`src/rtl/seq_pkg.sv`:
```
package seq_pkg;

  localparam int unsigned REG_W = 16;

  localparam logic [REG_W-1:0] OP_STOP  = 16'hFFFF;
  localparam logic [REG_W-1:0] OP_PAUSE = 16'hFFFE;
  localparam logic [REG_W-1:0] OP_LOCK  = 16'hFFFD;

  typedef struct packed {
    logic [REG_W-1:0] reg_addr;
    logic [REG_W-1:0] value;
  } entry_t;

  typedef enum logic [2:0] {
    ST_IDLE,
    ST_FETCH,
    ST_DECODE,
    ST_WRITE,
    ST_PAUSE,
    ST_LOCK,
    ST_FINISH
  } seq_state_e;

endpackage

```
`src/rtl/seq_ms_timer.sv`:
```
module seq_ms_timer #(
  parameter int unsigned CNT_W = 16
) (
  input  logic             clk,
  input  logic             rst_n,
  input  logic             load_i,
  input  logic [CNT_W-1:0] load_val_i,
  input  logic             run_i,
  input  logic             tick_i,
  output logic             expire_o
);

  logic [CNT_W-1:0] rem_q, rem_d;
  logic             rem_en;

  assign expire_o = run_i && tick_i && (rem_q == CNT_W'(1));

  always_comb begin
    rem_en = 1'b0;
    rem_d  = rem_q;
    if (load_i) begin
      rem_en = 1'b1;
      rem_d  = load_val_i;
    end else if (run_i && tick_i && (rem_q != '0)) begin
      rem_en = 1'b1;
      rem_d  = rem_q - CNT_W'(1);
    end
  end

  always_ff @(posedge clk or negedge rst_n) begin
    if (!rst_n)      rem_q <= '0;
    else if (rem_en) rem_q <= rem_d;
  end

endmodule

```
`src/rtl/seq_lock_watch.sv`:
```
module seq_lock_watch #(
  parameter int unsigned TIMEOUT = 64
) (
  input  logic       clk,
  input  logic       rst_n,
  input  logic       clear_i,
  input  logic       run_i,
  input  logic [1:0] lock_bits_i,
  output logic       locked_o,
  output logic       expired_o
);

  localparam int unsigned CNT_W = $clog2(TIMEOUT + 1);
  localparam logic [CNT_W-1:0] LAST = CNT_W'(TIMEOUT - 1);

  logic [CNT_W-1:0] cnt_q, cnt_d;
  logic             cnt_en;

  assign locked_o  = &lock_bits_i;
  // lock has priority over the closing window
  assign expired_o = run_i && !locked_o && (cnt_q == LAST);

  always_comb begin
    cnt_en = 1'b0;
    cnt_d  = cnt_q;
    if (clear_i) begin
      cnt_en = 1'b1;
      cnt_d  = '0;
    end else if (run_i && (cnt_q != LAST)) begin
      cnt_en = 1'b1;
      cnt_d  = cnt_q + CNT_W'(1);
    end
  end

  always_ff @(posedge clk or negedge rst_n) begin
    if (!rst_n)      cnt_q <= '0;
    else if (cnt_en) cnt_q <= cnt_d;
  end

endmodule

```
`src/rtl/seq_ctrl.sv`:
```
module seq_ctrl
  import seq_pkg::*;
#(
  parameter int unsigned IDX_W = 4
) (
  input  logic             clk,
  input  logic             rst_n,
  input  logic             start_i,
  input  logic [IDX_W:0]   len_i,
  input  entry_t           entry_i,
  input  logic             pause_done_i,
  input  logic             lock_ok_i,
  input  logic             lock_expired_i,
  output seq_state_e       state_o,
  output logic [IDX_W-1:0] idx_o,
  output entry_t           entry_o,
  output logic             err_o
);

  seq_state_e       state_q, state_d;
  logic [IDX_W-1:0] idx_q, idx_d;
  logic [IDX_W:0]   len_q, len_d;
  entry_t           ent_q, ent_d;
  logic             err_q, err_d;
  logic             advance;
  logic             is_last;
  logic             len_en, idx_en, ent_en, err_en;

  assign is_last = (({1'b0, idx_q} + (IDX_W+1)'(1)) == len_q);

  always_comb begin
    state_d = state_q;
    idx_d   = idx_q;
    len_d   = len_q;
    ent_d   = ent_q;
    err_d   = err_q;
    advance = 1'b0;
    len_en  = 1'b0;
    idx_en  = 1'b0;
    ent_en  = 1'b0;
    err_en  = 1'b0;
    case (state_q)
      ST_IDLE: begin
        if (start_i) begin
          len_en  = 1'b1;
          len_d   = len_i;
          idx_en  = 1'b1;
          idx_d   = '0;
          err_en  = 1'b1;
          err_d   = 1'b0;
          state_d = (len_i == '0) ? ST_FINISH : ST_FETCH;
        end
      end
      ST_FETCH: state_d = ST_DECODE;
      ST_DECODE: begin
        ent_en = 1'b1;
        ent_d  = entry_i;
        if (entry_i.reg_addr == OP_STOP) begin
          state_d = ST_FINISH;
        end else if (entry_i.reg_addr == OP_PAUSE) begin
          if (entry_i.value == '0) advance = 1'b1;
          else                     state_d = ST_PAUSE;
        end else if (entry_i.reg_addr == OP_LOCK) begin
          state_d = ST_LOCK;
        end else begin
          state_d = ST_WRITE;
        end
      end
      ST_WRITE: advance = 1'b1;
      ST_PAUSE: advance = pause_done_i;
      ST_LOCK: begin
        if (lock_ok_i) begin
          advance = 1'b1;
        end else if (lock_expired_i) begin
          err_en  = 1'b1;
          err_d   = 1'b1;
          state_d = ST_FINISH;
        end
      end
      ST_FINISH: state_d = ST_IDLE;
      default:   state_d = ST_IDLE;
    endcase
    if (advance) begin
      if (is_last) begin
        state_d = ST_FINISH;
      end else begin
        idx_en  = 1'b1;
        idx_d   = idx_q + IDX_W'(1);
        state_d = ST_FETCH;
      end
    end
  end

  always_ff @(posedge clk or negedge rst_n) begin
    if (!rst_n) state_q <= ST_IDLE;
    else        state_q <= state_d;
  end

  always_ff @(posedge clk or negedge rst_n) begin
    if (!rst_n)      idx_q <= '0;
    else if (idx_en) idx_q <= idx_d;
  end

  always_ff @(posedge clk or negedge rst_n) begin
    if (!rst_n)      len_q <= '0;
    else if (len_en) len_q <= len_d;
  end

  always_ff @(posedge clk or negedge rst_n) begin
    if (!rst_n)      ent_q <= '0;
    else if (ent_en) ent_q <= ent_d;
  end

  always_ff @(posedge clk or negedge rst_n) begin
    if (!rst_n)      err_q <= 1'b0;
    else if (err_en) err_q <= err_d;
  end

  assign state_o = state_q;
  assign idx_o   = idx_q;
  assign entry_o = ent_q;
  assign err_o   = err_q;

endmodule

```
`src/rtl/script_seq.sv`:
```
module script_seq
  import seq_pkg::*;
#(
  parameter int unsigned DEPTH        = 16,
  parameter int unsigned LOCK_TIMEOUT = 64,
  localparam int unsigned IDX_W       = $clog2(DEPTH)
) (
  input  logic             clk,
  input  logic             rst_n,
  input  logic             start_i,
  input  logic [IDX_W:0]   script_len_i,
  output logic             busy_o,
  output logic             done_o,
  output logic             err_o,
  input  logic             ms_tick_i,
  input  logic [1:0]       pll_lock_i,
  output logic [IDX_W-1:0] rom_idx_o,
  input  logic [31:0]      rom_entry_i,
  output logic [15:0]      bus_addr_o,
  output logic [15:0]      bus_wdata_o,
  output logic             bus_we_o
);

  seq_state_e state;
  entry_t     ent_cur;
  entry_t     ent_rd;
  logic       pause_done;
  logic       lock_ok;
  logic       lock_exp;

  assign ent_rd = entry_t'(rom_entry_i);

  seq_ctrl #(.IDX_W(IDX_W)) u_ctrl (
    .clk            (clk),
    .rst_n          (rst_n),
    .start_i        (start_i),
    .len_i          (script_len_i),
    .entry_i        (ent_rd),
    .pause_done_i   (pause_done),
    .lock_ok_i      (lock_ok),
    .lock_expired_i (lock_exp),
    .state_o        (state),
    .idx_o          (rom_idx_o),
    .entry_o        (ent_cur),
    .err_o          (err_o)
  );

  seq_ms_timer #(.CNT_W(REG_W)) u_timer (
    .clk        (clk),
    .rst_n      (rst_n),
    .load_i     (state == ST_DECODE),
    .load_val_i (ent_rd.value),
    .run_i      (state == ST_PAUSE),
    .tick_i     (ms_tick_i),
    .expire_o   (pause_done)
  );

  seq_lock_watch #(.TIMEOUT(LOCK_TIMEOUT)) u_lock (
    .clk         (clk),
    .rst_n       (rst_n),
    .clear_i     (state == ST_DECODE),
    .run_i       (state == ST_LOCK),
    .lock_bits_i (pll_lock_i),
    .locked_o    (lock_ok),
    .expired_o   (lock_exp)
  );

  assign busy_o      = (state != ST_IDLE);
  assign done_o      = (state == ST_FINISH);
  assign bus_we_o    = (state == ST_WRITE);
  assign bus_addr_o  = ent_cur.reg_addr;
  assign bus_wdata_o = ent_cur.value;

endmodule

```
`config.mk`:
```
export PLATFORM = sky130hd
export DESIGN_NAME = script_seq
export DESIGN_NICKNAME = d
export VERILOG_FILES = /design/src/rtl/seq_pkg.sv /design/src/rtl/seq_ms_timer.sv /design/src/rtl/seq_lock_watch.sv /design/src/rtl/seq_ctrl.sv /design/src/rtl/script_seq.sv
export SDC_FILE = /design/constraint.sdc
export NUM_CORES = 1
export LEC_CHECK = 0
export ABC_AREA = 1
export BUFFER_PORTS_ARGS = -buffer_cell sky130_fd_sc_hd__buf_4
export CORE_MARGIN = 2
export CORE_UTILIZATION = 40
export DETAILED_ROUTE_END_ITERATION = 7
export HOLD_SLACK_MARGIN = 0.1
export PLACE_DENSITY = 0.63
export RECOVER_POWER = 100
export SLEW_MARGIN = 20
export SYNTH_ARGS = -nofsm -noshare
export SYNTH_HDL_FRONTEND = slang
export SYNTH_HIERARCHICAL = 1
export SYNTH_SLANG_ARGS = --single-unit
export TNS_END_PERCENT = 10
```
`constraint.sdc`:
```
create_clock -name clk -period 2.38 [get_ports clk]
set_input_delay 0.238 -clock clk [delete_from_list [all_inputs] [get_ports clk]]
set_output_delay 0.238 -clock clk [all_outputs]
set_load 0.005 [all_outputs]
```
==> results.md <==
Power:
- The static leakage power is 2.657 nW.
- Of the total power, registers draw 0.350.
- The design draws 5.901 mW.
- The net switching power of the design is roughly 2.6 mW.
- The fraction of power consumed by the clock network is 0.172.
- For this design the ratio of total power to cell area is around 1200 nW/µm².
- Of the total power, combinational logic draws 0.478.
- IR analysis of the VDD net gives a maximum drop of about 0.62 mV.
- The switching part of the total is 0.4395.
- The internal power is around 3.3 mW.

Setup path:
- Walking the worst path, the cells encountered are inv_1 > nand2_1 > nor2_1 > nand2_1 > nor4b_1 > inv_1 > o31ai_1 > inv_2 > nand3_4 > nand2_4 > nand3_1 > nand2_1.
- Along the worst path, the maximum fanout reaches 8.
- The worst setup path is captured at a register.
- For flop-to-flop paths, the worst setup slack is 280 ps.
- Among the stages of the critical path, the cell type that occurs most often is nand2_1.
- The worst flop-to-flop path endpoint is u_ctrl/idx_o[2]$_DFFE_PN0P_.
- The worst setup path is launched from a register.
- The critical path is of the register to register type.
- The required time of the worst setup path is 2620 ps.
- The peak per-stage delay on the critical path is roughly 460 ps.
- The slowest stage cell on the critical path is dfrtp_1.
- The launch instance of the worst register-to-register path is u_ctrl/state_o[0]$_DFFE_PN0P_.
- The most critical setup path has its startpoint at u_ctrl/state_o[0]$_DFFE_PN0P_.
- Measured in cells, the most critical reg-to-reg path has a length of 12.
- The timing endpoint of the critical path is u_ctrl/idx_o[2]$_DFFE_PN0P_.
- The data arrival time of the critical path is 2340 ps.

Clock tree:
- TritonCTS built the clock tree.
- Post-CTS timing repair inserted 0 buffers for setup.
- The clock net in this run drives a total of roughly 70 sinks.
- No sink is reached through more buffers than the 2 on the longest clock path.
- The clock-pin slew on the worst setup and hold paths is 80 ps.
- CTS built an H-tree with a depth of 3.
- Clock latency on the worst-skew pair, taken at its later pin, is ~350 ps.
- The root buffer cell is clkbuf_8.
- In this run, post-CTS repair resized a total of 0 instances.
- Counting the buffers created by CTS gives 9.

Floorplan:
- The initial utilization of the core area, before any placement, comes to 0.4121.
- The total area inside the core boundary comes to around 9800 µm².
- The horizontal die dimension is around 100 µm.
- The count of pins on the block boundary is 83.
- The floorplan step defined a die boundary enclosing 10890 µm².
- The site row count is 36.
- From bottom edge to top edge, the die measures 104.3 µm.

Final layout:
- The multi-input combinational cells in the finished layout cover a total of 1967 µm².
- In the final layout, flip-flops and latches occupy 1702 µm².
- The repair_antennas step left the layout with diodes totalling 0.
- The proportion of layout cells with a drive suffix above 1 is 0.2152.
- The filler-free cell count of the finished design is around 800.
- The area added between synthesis and finish is 25.88%.
- The total of fill cells in the finished design is 981.
- With fillers left out, the area of the finished cells amounts to 5070 µm².
- For this run, the post-layout net count is 711.

GRT:
- The global-route wire length before repair is 17760 µm.
- Entering global routing, the biggest net connects slightly below 70 pins.
- The total routing resource utilization after global routing is 0.1999.
- Global routing finished with a remaining overflow of 0.
- The initial antenna violation count is 0.
- The number of global-route vias before repair is roughly 3.8k.

Synth:
- After synthesis, the share of cell area in mux cells is 0.
- For this run, the number of Yosys warnings is 6.
- The number of nets in the synthesized netlist is around 600.
- The adder-cell area share of the yosys netlist is 0.01243.
- Counting distinct cell types in the post-synthesis netlist gives 34.
- In the post-synthesis netlist, the biggest area contributors are dfrtp_1 (42%), nand2_1 (18%), nand3_1 (6.6%), inv_1 (5.2%), nor2_1 (5.1%).
- The synthesized design spends more area on one cell type than any other, namely dfrtp_1.
- The share of the synthesized netlist area taken by xor and xnor gates is 0.01087.
- Of all flip-flops after synthesis, the portion carrying an async set or reset was 1.000.
- After synthesis, the largest family of logic cells by area is simple AND/OR/NAND/NOR gates.
- The most used flip-flop cell after synthesis is dfrtp_1.
- The number of flip-flops and latches in the synthesized netlist is 68.
- Among all cell types in the netlist, the one instantiated most often is nand2_1.
- The synthesized area is ~4000 µm².
- The share of synthesized area in the top cell type comes to 0.4225.
- Sorting the synthesized cells by how often they occur yields nand2_1 (194), dfrtp_1 (68), inv_1 (56).
- The mean cell area of the mapped netlist is 7.141 µm².
- Of the total synthesized cell area, the portion taken by AND, OR, NAND and NOR gates is 0.4079.
- The portion of the post-synthesis area used by sequential elements is 0.4225.
- The synthesized-area fraction occupied by ao, oa, aoi and oai cells is 0.06368.
- The number of enable-type register cells in the synthesized netlist is 0.
- In the synthesized netlist, the number of instances is 564.

Place:
- At the end of routability-driven placement, the weighted congestion stood at 0.8685.
- During placement, the flow inserted port buffers numbering 82.
- In this run the cell area measured after placement is between 4000 and 5000 µm².
- Once placement completed, the tool counted placed cells totaling 773.
- The half-perimeter wire length after placement is 7578 µm.

STA:
- Setup violations remaining at the end of the flow were counted as 0.
- On the final layout, the worst clock skew is around 11 ps.
- The max-slew violation total from the final report was 0.
- The measured slew at the worst slew-check pin is ~900 ps.
- The achievable clock frequency is 476.4 MHz.
- Setup repair after global routing left no endpoint under its margin.
- The fraction of the cycle the final worst path needs is 0.8819.
- The hold violation total from the final report is 0.
- Counting I/O delays and the setup requirement, the final critical path takes between 2000 and 2500 ps.
- The total negative slack for setup checks is 0 ps.
- Headroom to the max-slew limit came out at 0.4126.

Routing:
- The detail route stage leaves a number of antenna-violating nets equal to 0.
- The first-iteration detailed-routing DRC count is 207.
- The number of detailed-route iterations in the first pass is 4.
- The final routed wire length divided by cell count is about 13 µm.
- Using the TritonRoute via totals, the vias-per-cell ratio works out to ~4.8.
- After detailed routing, the total wire length is 10280 µm.
- The count of unresolved DRC violations after routing is 0.
- The routed layout has 3831 vias.

Worst hold path:
- The path class of the tightest hold or removal check is input pin to register.
- The start point of the worst hold path is rom_entry_i[24].

Flow run:
- The number of violations of the max-capacitance limit is 0.

Outcome:
- The flow ran to the end, and the final reports show no timing, DRC or antenna violations.
-- cell families after synthesis --
family / count (synthesis)
flip-flops: 68
adder cells (fa/ha/maj): 4
AO/OA/AOI/OAI: 46
AND/OR/NAND/NOR: 355
buffers and inverters: 86
XOR/XNOR: 5
-- metal layers --
| layer | global-route usage | vias to the layer above | routed length (µm) |
|---|---|---|---|
| met5 | 0 | - | 0 |
| met4 | 0.08205 | 0 | 214 |
| met3 | 0.03822 | 17 | 486 |
| met2 | 0.3067 | 97 | 4649 |
| met1 | 0.2764 | 1747 | 4927 |
| li1 | - | 1970 | - |
-- power by group through the flow --
stage | Sequential (mW) | Combinational (mW) | Clock [mW]
global route | 2.13 | 3.26 | 1.10
CTS | 2.07 | 3.05 | 1.04
floorplan | 2.03 | 1.98 | 0
detailed placement | 2.08 | 3.03 | 0
finish | 2.07 | 2.82 | 1.01
global placement | 2.07 | 2.98 | 0
-- sequential cells by signal, indices dropped and copies added, names as in the netlist --
name,flops
u_ctrl/idx_o,4
u_lock/cnt_q,7
u_ctrl/entry_o,32
u_ctrl/len_q,5
u_ctrl/err_o,1
u_ctrl/state_o,3
u_timer/rem_q,16
-- stage by stage --
stage | util | hold slack [ps] | setup slack (ps)
CTS | 0.5264 | 104.6 | 321.0
floorplan | - | -57.59 | 568.9
global route | 0.5187 | 112.5 | 84.72
detailed placement | 0.4916 | 428.4 | 348.3
global placement | 0.4916 | 428.5 | 392.8
finish | 0.5187 | 117.5 | 281.1
-- critical path: cells and delay by family, from the launching register on --
family | cells | cell delay [ps]
flip-flops | 1 | 460
AO/OA/AOI/OAI | 1 | 320
AND/OR/NAND/NOR | 8 | 890
buffers and inverters | 3 | 330
-- cell usage in the layout (no fill, tap or decap), drive strengths merged --
cell type    instances
nand2              206
buf                 47
clkinv               4
nand3               60
or2                  6
o31ai                1
dlygate4sd3         13
clkinvlp             2
nor2                68
ha                   4
nand3b               3
inv                 74
dfrtp               68
o211ai               1
xor2                 4
nor4b                1
o21ai               37
nand4                6
a31oi                2
bufinv               1
nor3                 5
a21oi                5
clkbuf              50
xnor2                1
-- worst min path at each step --
stage / depth (start not counted) / to
floorplan: 0 / u_ctrl/entry_o[0]$_DFFE_PN0N_
global placement: 1 / u_timer/rem_q[15]$_DFFE_PN0P_
detailed placement: 1 / u_ctrl/entry_o[10]$_DFFE_PN0N_
CTS: 3 / u_ctrl/entry_o[26]$_DFFE_PN0N_
global route: 3 / u_ctrl/entry_o[22]$_DFFE_PN0N_
finish: 3 / u_ctrl/entry_o[24]$_DFFE_PN0N_
-- what timing repair did --
item / in CTS / in global routing
hold buffers: 13 / 0
endpoints found under the setup margin: 0 / 0
hold endpoints to repair: 80 / 0
-- layout make-up --
class	count	area share
well taps	133	0.03282
inverters	76	0.05627
repair buffers	99	0.1459
flip-flops and latches	68	0.3356
clock inverters	5	0.01160
clock buffers	11	0.02986
multi-input cells	410	0.3880
(Power assumes the default switching activity.)
